[config.mk]
export PLATFORM = sky130hd
export DESIGN_NAME = prio_arbiter
export DESIGN_NICKNAME = d
export VERILOG_FILES = /design/src/rtl/arb_pkg.sv /design/src/rtl/arb_regs.sv /design/src/rtl/arb_level_sel.sv /design/src/rtl/arb_pick.sv /design/src/rtl/prio_arbiter.sv
export SDC_FILE = /design/constraint.sdc
export NUM_CORES = 1
export LEC_CHECK = 0
export BUFFER_PORTS_ARGS = -buffer_cell sky130_fd_sc_hd__buf_2
export CORE_ASPECT_RATIO = 1.2
export CORE_MARGIN = 3
export CORE_UTILIZATION = 45
export CTS_CLUSTER_SIZE = 8
export DETAILED_ROUTE_END_ITERATION = 6
export PLACE_DENSITY = 0.71
export REMOVE_ABC_BUFFERS = 1
export SLEW_MARGIN = 30
export SYNTH_ARGS = -nofsm -noshare
export SYNTH_HDL_FRONTEND = slang
export SYNTH_SLANG_ARGS = --single-unit
[constraint.sdc]
create_clock -name clk -period 12.8 [get_ports clk]
set_input_delay 1.92 -clock clk [delete_from_list [all_inputs] [get_ports clk]]
set_output_delay 1.92 -clock clk [all_outputs]
set_load 0.1 [all_outputs]
[src/rtl/arb_pkg.sv]
package arb_pkg;
    // Built-in level used when a master's select bit is clear.
    function automatic int hw_level(input int m);
        case (m)
            1:       return 2;
            2:       return 1;
            default: return 7;
        endcase
    endfunction
endpackage

[src/rtl/arb_regs.sv]
module arb_regs #(
    parameter int NUM_M  = 8,
    parameter int LVL_W  = 3,
    parameter int ADDR_W = 2
) (
    input  logic                      clk,
    input  logic                      rst_n,
    input  logic [ADDR_W-1:0]         addr,
    input  logic                      we,
    input  logic [NUM_M*(LVL_W+1)-1:0] wdata,
    output logic [NUM_M*(LVL_W+1)-1:0] rdata,
    output logic [NUM_M*(LVL_W+1)-1:0] prio_o,
    output logic [NUM_M-1:0]          sel_o
);
    localparam int FLD_W = LVL_W + 1;
    localparam int DW    = NUM_M * FLD_W;

    function automatic logic [DW-1:0] mk_rsv();
        logic [DW-1:0] v = '0;
        for (int m = 0; m < NUM_M; m++) v[m*FLD_W+LVL_W] = 1'b1;
        return v;
    endfunction

    function automatic logic [DW-1:0] mk_init();
        logic [DW-1:0] v = '0;
        for (int m = 1; m < NUM_M; m++) v[m*FLD_W] = 1'b1;
        return v;
    endfunction

    localparam logic [DW-1:0] RSV_MASK = mk_rsv();
    localparam logic [DW-1:0] INIT_VAL = mk_init();

    typedef struct packed {
        logic [DW-1:0]    prio;
        logic [NUM_M-1:0] sel;
    } regs_t;

    regs_t st_d, st_q;

    always_comb begin
        st_d = st_q;
        if (we && addr == ADDR_W'(0)) st_d.prio = wdata & ~RSV_MASK;
        if (we && addr == ADDR_W'(1)) st_d.sel  = wdata[NUM_M-1:0];
    end

    always_ff @(posedge clk or negedge rst_n) begin
        if (!rst_n) begin
            st_q.prio <= INIT_VAL;
            st_q.sel  <= '0;
        end else begin
            st_q <= st_d;
        end
    end

    always_comb begin
        case (addr)
            ADDR_W'(0): rdata = st_q.prio;
            ADDR_W'(1): rdata = {{(DW-NUM_M){1'b0}}, st_q.sel};
            default:    rdata = '0;
        endcase
    end

    assign prio_o = st_q.prio;
    assign sel_o  = st_q.sel;


    always_comb begin
        if (rst_n) begin
            rsv_zero_chk: assert ((prio_o & RSV_MASK) == '0);
        end
    end
endmodule

[src/rtl/arb_level_sel.sv]
module arb_level_sel #(
    parameter int NUM_M = 8,
    parameter int LVL_W = 3
) (
    input  logic [NUM_M*(LVL_W+1)-1:0] prio,
    input  logic [NUM_M-1:0]           sel,
    output logic [NUM_M*LVL_W-1:0]     lvl
);
    localparam int FLD_W = LVL_W + 1;

    for (genvar m = 0; m < NUM_M; m++) begin : g_lvl
        localparam logic [LVL_W-1:0] HW = LVL_W'(arb_pkg::hw_level(m));
        assign lvl[m*LVL_W +: LVL_W] = sel[m] ? prio[m*FLD_W +: LVL_W] : HW;
    end
endmodule

[src/rtl/arb_pick.sv]
module arb_pick #(
    parameter int NUM_M = 8,
    parameter int LVL_W = 3
) (
    input  logic [NUM_M-1:0]       req,
    input  logic [NUM_M*LVL_W-1:0] lvl,
    output logic [NUM_M-1:0]       win
);
    localparam int IDX_W = $clog2(NUM_M);

    logic [LVL_W-1:0] best;
    logic [IDX_W-1:0] idx;
    logic             found;

    // Scan from the top so a tie leaves the lowest index in place.
    always_comb begin
        best  = '1;
        idx   = '0;
        found = 1'b0;
        for (int m = NUM_M - 1; m >= 0; m--) begin
            if (req[m] && (!found || lvl[m*LVL_W +: LVL_W] <= best)) begin
                best  = lvl[m*LVL_W +: LVL_W];
                idx   = IDX_W'(m);
                found = 1'b1;
            end
        end
        win = found ? (NUM_M'(1) << idx) : '0;
    end
endmodule

[src/rtl/prio_arbiter.sv]
module prio_arbiter #(
    parameter int NUM_M  = 8,
    parameter int LVL_W  = 3,
    parameter int ADDR_W = 2
) (
    input  logic                      clk,
    input  logic                      rst_n,
    input  logic [NUM_M-1:0]          req,
    output logic [NUM_M-1:0]          gnt,
    input  logic [ADDR_W-1:0]         reg_addr,
    input  logic                      reg_we,
    input  logic [NUM_M*(LVL_W+1)-1:0] reg_wdata,
    output logic [NUM_M*(LVL_W+1)-1:0] reg_rdata
);
    localparam int DW = NUM_M * (LVL_W + 1);

    logic [DW-1:0]          prio;
    logic [NUM_M-1:0]       sel;
    logic [NUM_M*LVL_W-1:0] lvl;
    logic [NUM_M-1:0]       win;

    arb_regs #(.NUM_M(NUM_M), .LVL_W(LVL_W), .ADDR_W(ADDR_W)) u_regs (
        .clk(clk), .rst_n(rst_n), .addr(reg_addr), .we(reg_we),
        .wdata(reg_wdata), .rdata(reg_rdata), .prio_o(prio), .sel_o(sel)
    );

    arb_level_sel #(.NUM_M(NUM_M), .LVL_W(LVL_W)) u_lvl (
        .prio(prio), .sel(sel), .lvl(lvl)
    );

    arb_pick #(.NUM_M(NUM_M), .LVL_W(LVL_W)) u_pick (
        .req(req), .lvl(lvl), .win(win)
    );

    typedef struct packed {
        logic [NUM_M-1:0] gnt;
    } own_t;

    own_t own_d, own_q;
    logic hold;

    always_comb begin
        hold      = |(own_q.gnt & req);
        own_d.gnt = hold ? own_q.gnt : win;
    end

    always_ff @(posedge clk or negedge rst_n) begin
        if (!rst_n) own_q <= '0;
        else        own_q <= own_d;
    end

    assign gnt = own_q.gnt;


    gnt_onehot_chk: assert property (@(posedge clk) disable iff (!rst_n)
        $onehot0(gnt));


    no_req_no_gnt_chk: assert property (@(posedge clk) disable iff (!rst_n)
        (req == '0) |=> (gnt == '0));


    hold_gnt_chk: assert property (@(posedge clk) disable iff (!rst_n)
        (|(gnt & req)) |=> (gnt == $past(gnt)));


    gnt_had_req_chk: assert property (@(posedge clk) disable iff (!rst_n)
        (gnt != '0) |-> ((gnt & ~$past(req)) == '0));
endmodule

# == Word level (Yosys, flattened, before mapping) ==
# Cells that the tools add are included.
# totals
inputBits,45
output_inout_bits,40
reg_bits,40
wordCells,71
# classes
muxes,33
order_cmp,7
shifts,1
reduce_logical,25
bitwise,1
n_eq_ne,1
# ops
cell,n
$mux W3,23
$pmux W31 S2,1
$le A3 B3 Y1,7
$logic_and A1 B1 Y1,9
$and A8 B8 Y8,1
$mux W1,8
$mux W8,1
$reduce_or A8 Y1,1
$shl A1 B3 Y8 const A,1
$logic_not A1 Y1,7
$logic_or A1 B1 Y1,7
$eq A2 B1 Y1 const B,1
$logic_not A2 Y1,1

# == Depth between registers and ports, before layout ==
# depth
word_depth,32
mapped_depth,46
depth_no_buf,44

# == Modules after synthesis ==
# A second synthesis with hierarchy kept.
# hier_totals
hier_cells,319
hier_area_um2,3260.6
# modules_own_cells
mod,area_per_inst_um2,cells_each,n_inst,seq_area_each_um2
arb_regs,1575.3,119,1,809.5
arb_pick,1146.1,155,1,0.0
prio_arbiter,389.1,21,1,200.2
arb_level_sel,150.1,24,1,0.0

# == Least setup slack after synthesis ==
# No wires, ideal clock.
# synth_timing
path_type,input to register
start,input req[7]
end,"register own_q, in the netlist gnt[7]"
t_arrival_ns,11.328
setup_time_ns,0.083
slack_ns,1.389
cell_stages,43
path_cell_list,buf_6 > nand2_1 > or2_2 > ha_1 > and3_1 > a211o_1 > and4b_1 > or2_2 > ha_1 > nand3_1 > o221ai_1 > o21a_1 > o31ai_1 > inv_1 > ha_1 > and3b_1 > a211oi_1 > o31ai_2 > (+7 left out) > ha_1 > and3_2 > o31ai_1 > mux2_2 > ha_1 > nand2_1 > o21ai_0 > a31o_1 > buf_6 > and2_4 > or2b_1 > o21ai_1 > ha_1 > a32o_1 > o21ai_0 > nand4_1 > or4b_1 > o21ai_0
# synth_via
elab_chain_len,31
# synth_lines
item,line_no,source
start: declaration,prio_arbiter.sv:8,"input logic [NUM_M-1:0] req,"
$mux W3 or $mux W1 (tied branches),arb_pick.sv:21,if (req[m] && (!found || lvl[m*LVL_W +: LVL_W] <= best)) begin
$le A3 B3 Y1 or $logic_not A1 Y1 (tied branches),arb_pick.sv:21,
$logic_or A1 B1 Y1,arb_pick.sv:21,
$logic_and A1 B1 Y1,arb_pick.sv:21,
$mux W3 or $mux W1 (tied branches),arb_pick.sv:21,
$le A3 B3 Y1 or $logic_not A1 Y1 (tied branches),arb_pick.sv:21,
$logic_or A1 B1 Y1,arb_pick.sv:21,
$logic_and A1 B1 Y1,arb_pick.sv:21,
(+15 left out),n/a,
$logic_and A1 B1 Y1,arb_pick.sv:21,
$mux W3 or $mux W1 (tied branches),arb_pick.sv:21,
$le A3 B3 Y1 or $logic_not A1 Y1 (tied branches),arb_pick.sv:21,
$logic_or A1 B1 Y1,arb_pick.sv:21,
$logic_and A1 B1 Y1,arb_pick.sv:21,
$mux W3,arb_pick.sv:21,
$shl A1 B3 Y8,arb_pick.sv:27,win = found ? (NUM_M'(1) << idx) : '0;
$mux W8,arb_pick.sv:27,
end signal: assignment,prio_arbiter.sv:49,else own_q <= own_d;
end: declaration,prio_arbiter.sv:39,"own_t own_d, own_q;"
# Parallel ways exist; a longest one is shown, timed or not.
# A chain may end at the register's enable or synchronous reset.

# == Worst setup path in the final report ==
# Same ends and word-level chain as after synthesis.

==> qor.csv <==
metric,value,unit
Synth async-reset ratio,1.00,
number of diodes,0,
IO buf count,72,
initial antenna violation count,0,
Num CTS Buffers,5,
family with the most delay on the worst path,compound AO/OA/AOI/OAI gates,
Worst Setup Start Kind,primary input,
Routed WL,6720,um
crit end category,flop,
Layout Skew,9.67,ps
ys flop type,dfrtp_1,
Synth area leaders,"dfrtp_1 (28%), mux2_2 (13%), ha_1 (8.8%)",
Non-Filler Instances,456,
share of cells above drive strength 1,0.374,
Slew @ Worst Pin,683,ps
PD cells,215,mW/mm2
Die H,95.2,um
flop-to-flop setup slack,2280,ps
post-synth cell types,63,
Area growth syn-to-layout,18.0,%
Detail Route Antenna Nets,0,
"count leader, synth",mux2_2,
Post-synth top cells,"mux2_2 (35), dfrtp_1 (33), and2_1 (21), ha_1 (21), nor2_1 (19)",
"most used cell, CP",ha_1,
GRT Overall Usage,0.193,
CTS tree,built,
core area,0.00624,mm2
final critical path time including I/O delays and setup,11960,ps
Iter 0 DRT Violations,98,
fmax,0.0836,GHz
via count,2464,
unrepaired setup endpoints after global routing,no,
VDD IR-drop max,0.103,mV
synthesized area,0.00298,mm2
Wirelength per Cell,14.7,um
root buffer cell,clkbuf_8,
worst setup path start,req[7],
die area,0.00764,mm2
first-pass GRT wire length,11800,um
Buf/Inv on CP,2,
leak pwr,1.72,nW
Yosys Warn Count,0,
Hold Crit Class,flop to flop,
hpwl dp,5340,um
grt ovf,0,
clock sink count,40,
DIE WIDTH,80.3,um
clk_lat worst skew,290,ps
total iterations of the first detailed-routing run,4,
Syn Inst Count,304,
I/O Pins,85,
MaxCap Viol Count,0,
Final period util,0.934,
Fin. Hold Viols,0,
pin count of the biggest net entering global routing,41,
Setup CP Type,primary input to flop,
Seq cells post-synth,40,
Critical Path Fanout Max,8,
TNS Setup,0,ps
Synth top area share,0.277,
# rows,31,
Placer Congestion,0.842,
CP arrival,12160,ps
CP max stage cell,o31ai_1,
Avg Inst Size Synth,9.81,um2
Yosys top cell by area,dfrtp_1,
CTS Buffer Depth,2,
status,"complete, no violations",
H-tree Lvls,2,
placed insts,448,
initial core utilization,0.477,
setup violators final,0,
drc violations,0,
Worst R2R Start,u_regs.sel_o[7],
Vias/cell,5.40,
number of global-route vias before repair,2561,
"Reg clk slew, reported paths",70,ps
"Largest stage delay, worst path",530,ps
"EDFF count, synth",0,
Worst Hold Launch,gnt[0],
WP data required,13000,ps
nets@finish,439,
max-slew violations,0,
Worst slew margin,0.544,
post-synthesis sequential area ratio,0.339,
## metrics by stage
stage | worst slack [ps] | total power, W | hold slack, ps | cell area (um2) | util
2_1_floorplan | 1440 | 0.000538 | 486 | 2890 | -
3_3_place_gp | 499 | 0.000623 | 486 | 3370 | 0.540
4_1_cts | 579 | 0.000759 | 518 | 3510 | 0.562
6_report | 842 | 0.000758 | 508 | 3520 | 0.564
3_5_place_dp | 342 | 0.000634 | 501 | 3380 | 0.541
5_1_grt | 5.02 | 0.000819 | 551 | 3520 | 0.564
## final cells by class
class / count / area (um2)
multi-input cells: 240 / 1850
flip-flops and latches: 40 / 1010
inverters: 11 / 41.3
well taps: 82 / 103
clock buffers: 6 / 72.6
fillers: 573 / 2730
clock inverters: 2 / 60.1
repair buffers: 75 / 385
## registers in the layout (all words and copies together), names as in the netlist
name and cells:
u_regs.sel_o 8, u_regs.prio_o 24, gnt 8
## kinds of logic after synthesis
| kind of cell | count (synthesis) | share of synthesized area |
|---|---|---|
| compound gates | 66 | 0.160 |
| fa+ha+maj | 21 | 0.0881 |
| buf+inv | 29 | 0.0520 |
| flops | 40 | 0.339 |
| mux | 43 | 0.159 |
| other cells | 1 | 0.00126 |
| simple gates | 104 | 0.201 |
## repair_timing
item	CTS	global route
buffers inserted	0	0
endpoints found under the setup margin	0	2
hold buffers	0	0
resized for setup	0	2
## layer usage
| metal | part of all wire | track usage |
|---|---|---|
| met5 | 0 | 0 |
| met4 | 0.019 | 0.0620 |
| met3 | 0.041 | 0.0378 |
| met2 | 0.50 | 0.339 |
| met1 | 0.44 | 0.238 |
## final timing paths
| check | end | cells after the start |
|---|---|---|
| worst max-delay path | gnt[7] | 43 |
| worst min-delay path | gnt[0] | 2 |
| worst max register to register | gnt[7] | 42 |
| worst min register to register | gnt[0] | 2 |
| max in group asynchronous | u_regs.prio_o[20] | 1 |
| min in group asynchronous | u_regs.sel_o[6] | 1 |
## placed cells by master (no fill, tap or decap), drive strengths merged, types with 3 or more instances in the layout
| cell | instances |
|---|---|
| or2 | 4 |
| a22oi | 4 |
| and3b | 3 |
| mux2 | 35 |
| and2 | 23 |
| dfstp | 7 |
| clkbuf | 6 |
| conb | 6 |
| a31oi | 3 |
| and3 | 4 |
| o31ai | 6 |
| o211ai | 6 |
| dfrtp | 33 |
| o21a | 3 |
| o21ai | 15 |
| nand2 | 13 |
| a22o | 4 |
| nand2b | 11 |
| nand3 | 4 |
| nor3 | 3 |
| nor2b | 7 |
| inv | 11 |
| buf | 75 |
| mux2i | 8 |
| ha | 21 |
| a21oi | 5 |
| nor2 | 19 |
## where the power goes
group          leakage (nW)  internal [W]  switching [W]  total [W]
Clock                0.0654     0.0000780      0.0000442   0.000122
Combinational          1.17      0.000161       0.000293   0.000454
Sequential            0.477      0.000157      0.0000243   0.000182
## worst register-to-register path: cells and delay by family, from the launching register on
| kind | cells | cell delay, ps |
|---|---|---|
| AO/OA/AOI/OAI | 17 | 4290 |
| adder cells (fa/ha/maj) | 7 | 2040 |
| buffers and inverters | 1 | 100 |
| flip-flops | 1 | 390 |
| multiplexers | 2 | 520 |
| AND/OR/NAND/NOR | 15 | 3090 |
(Power assumes the default switching activity.)
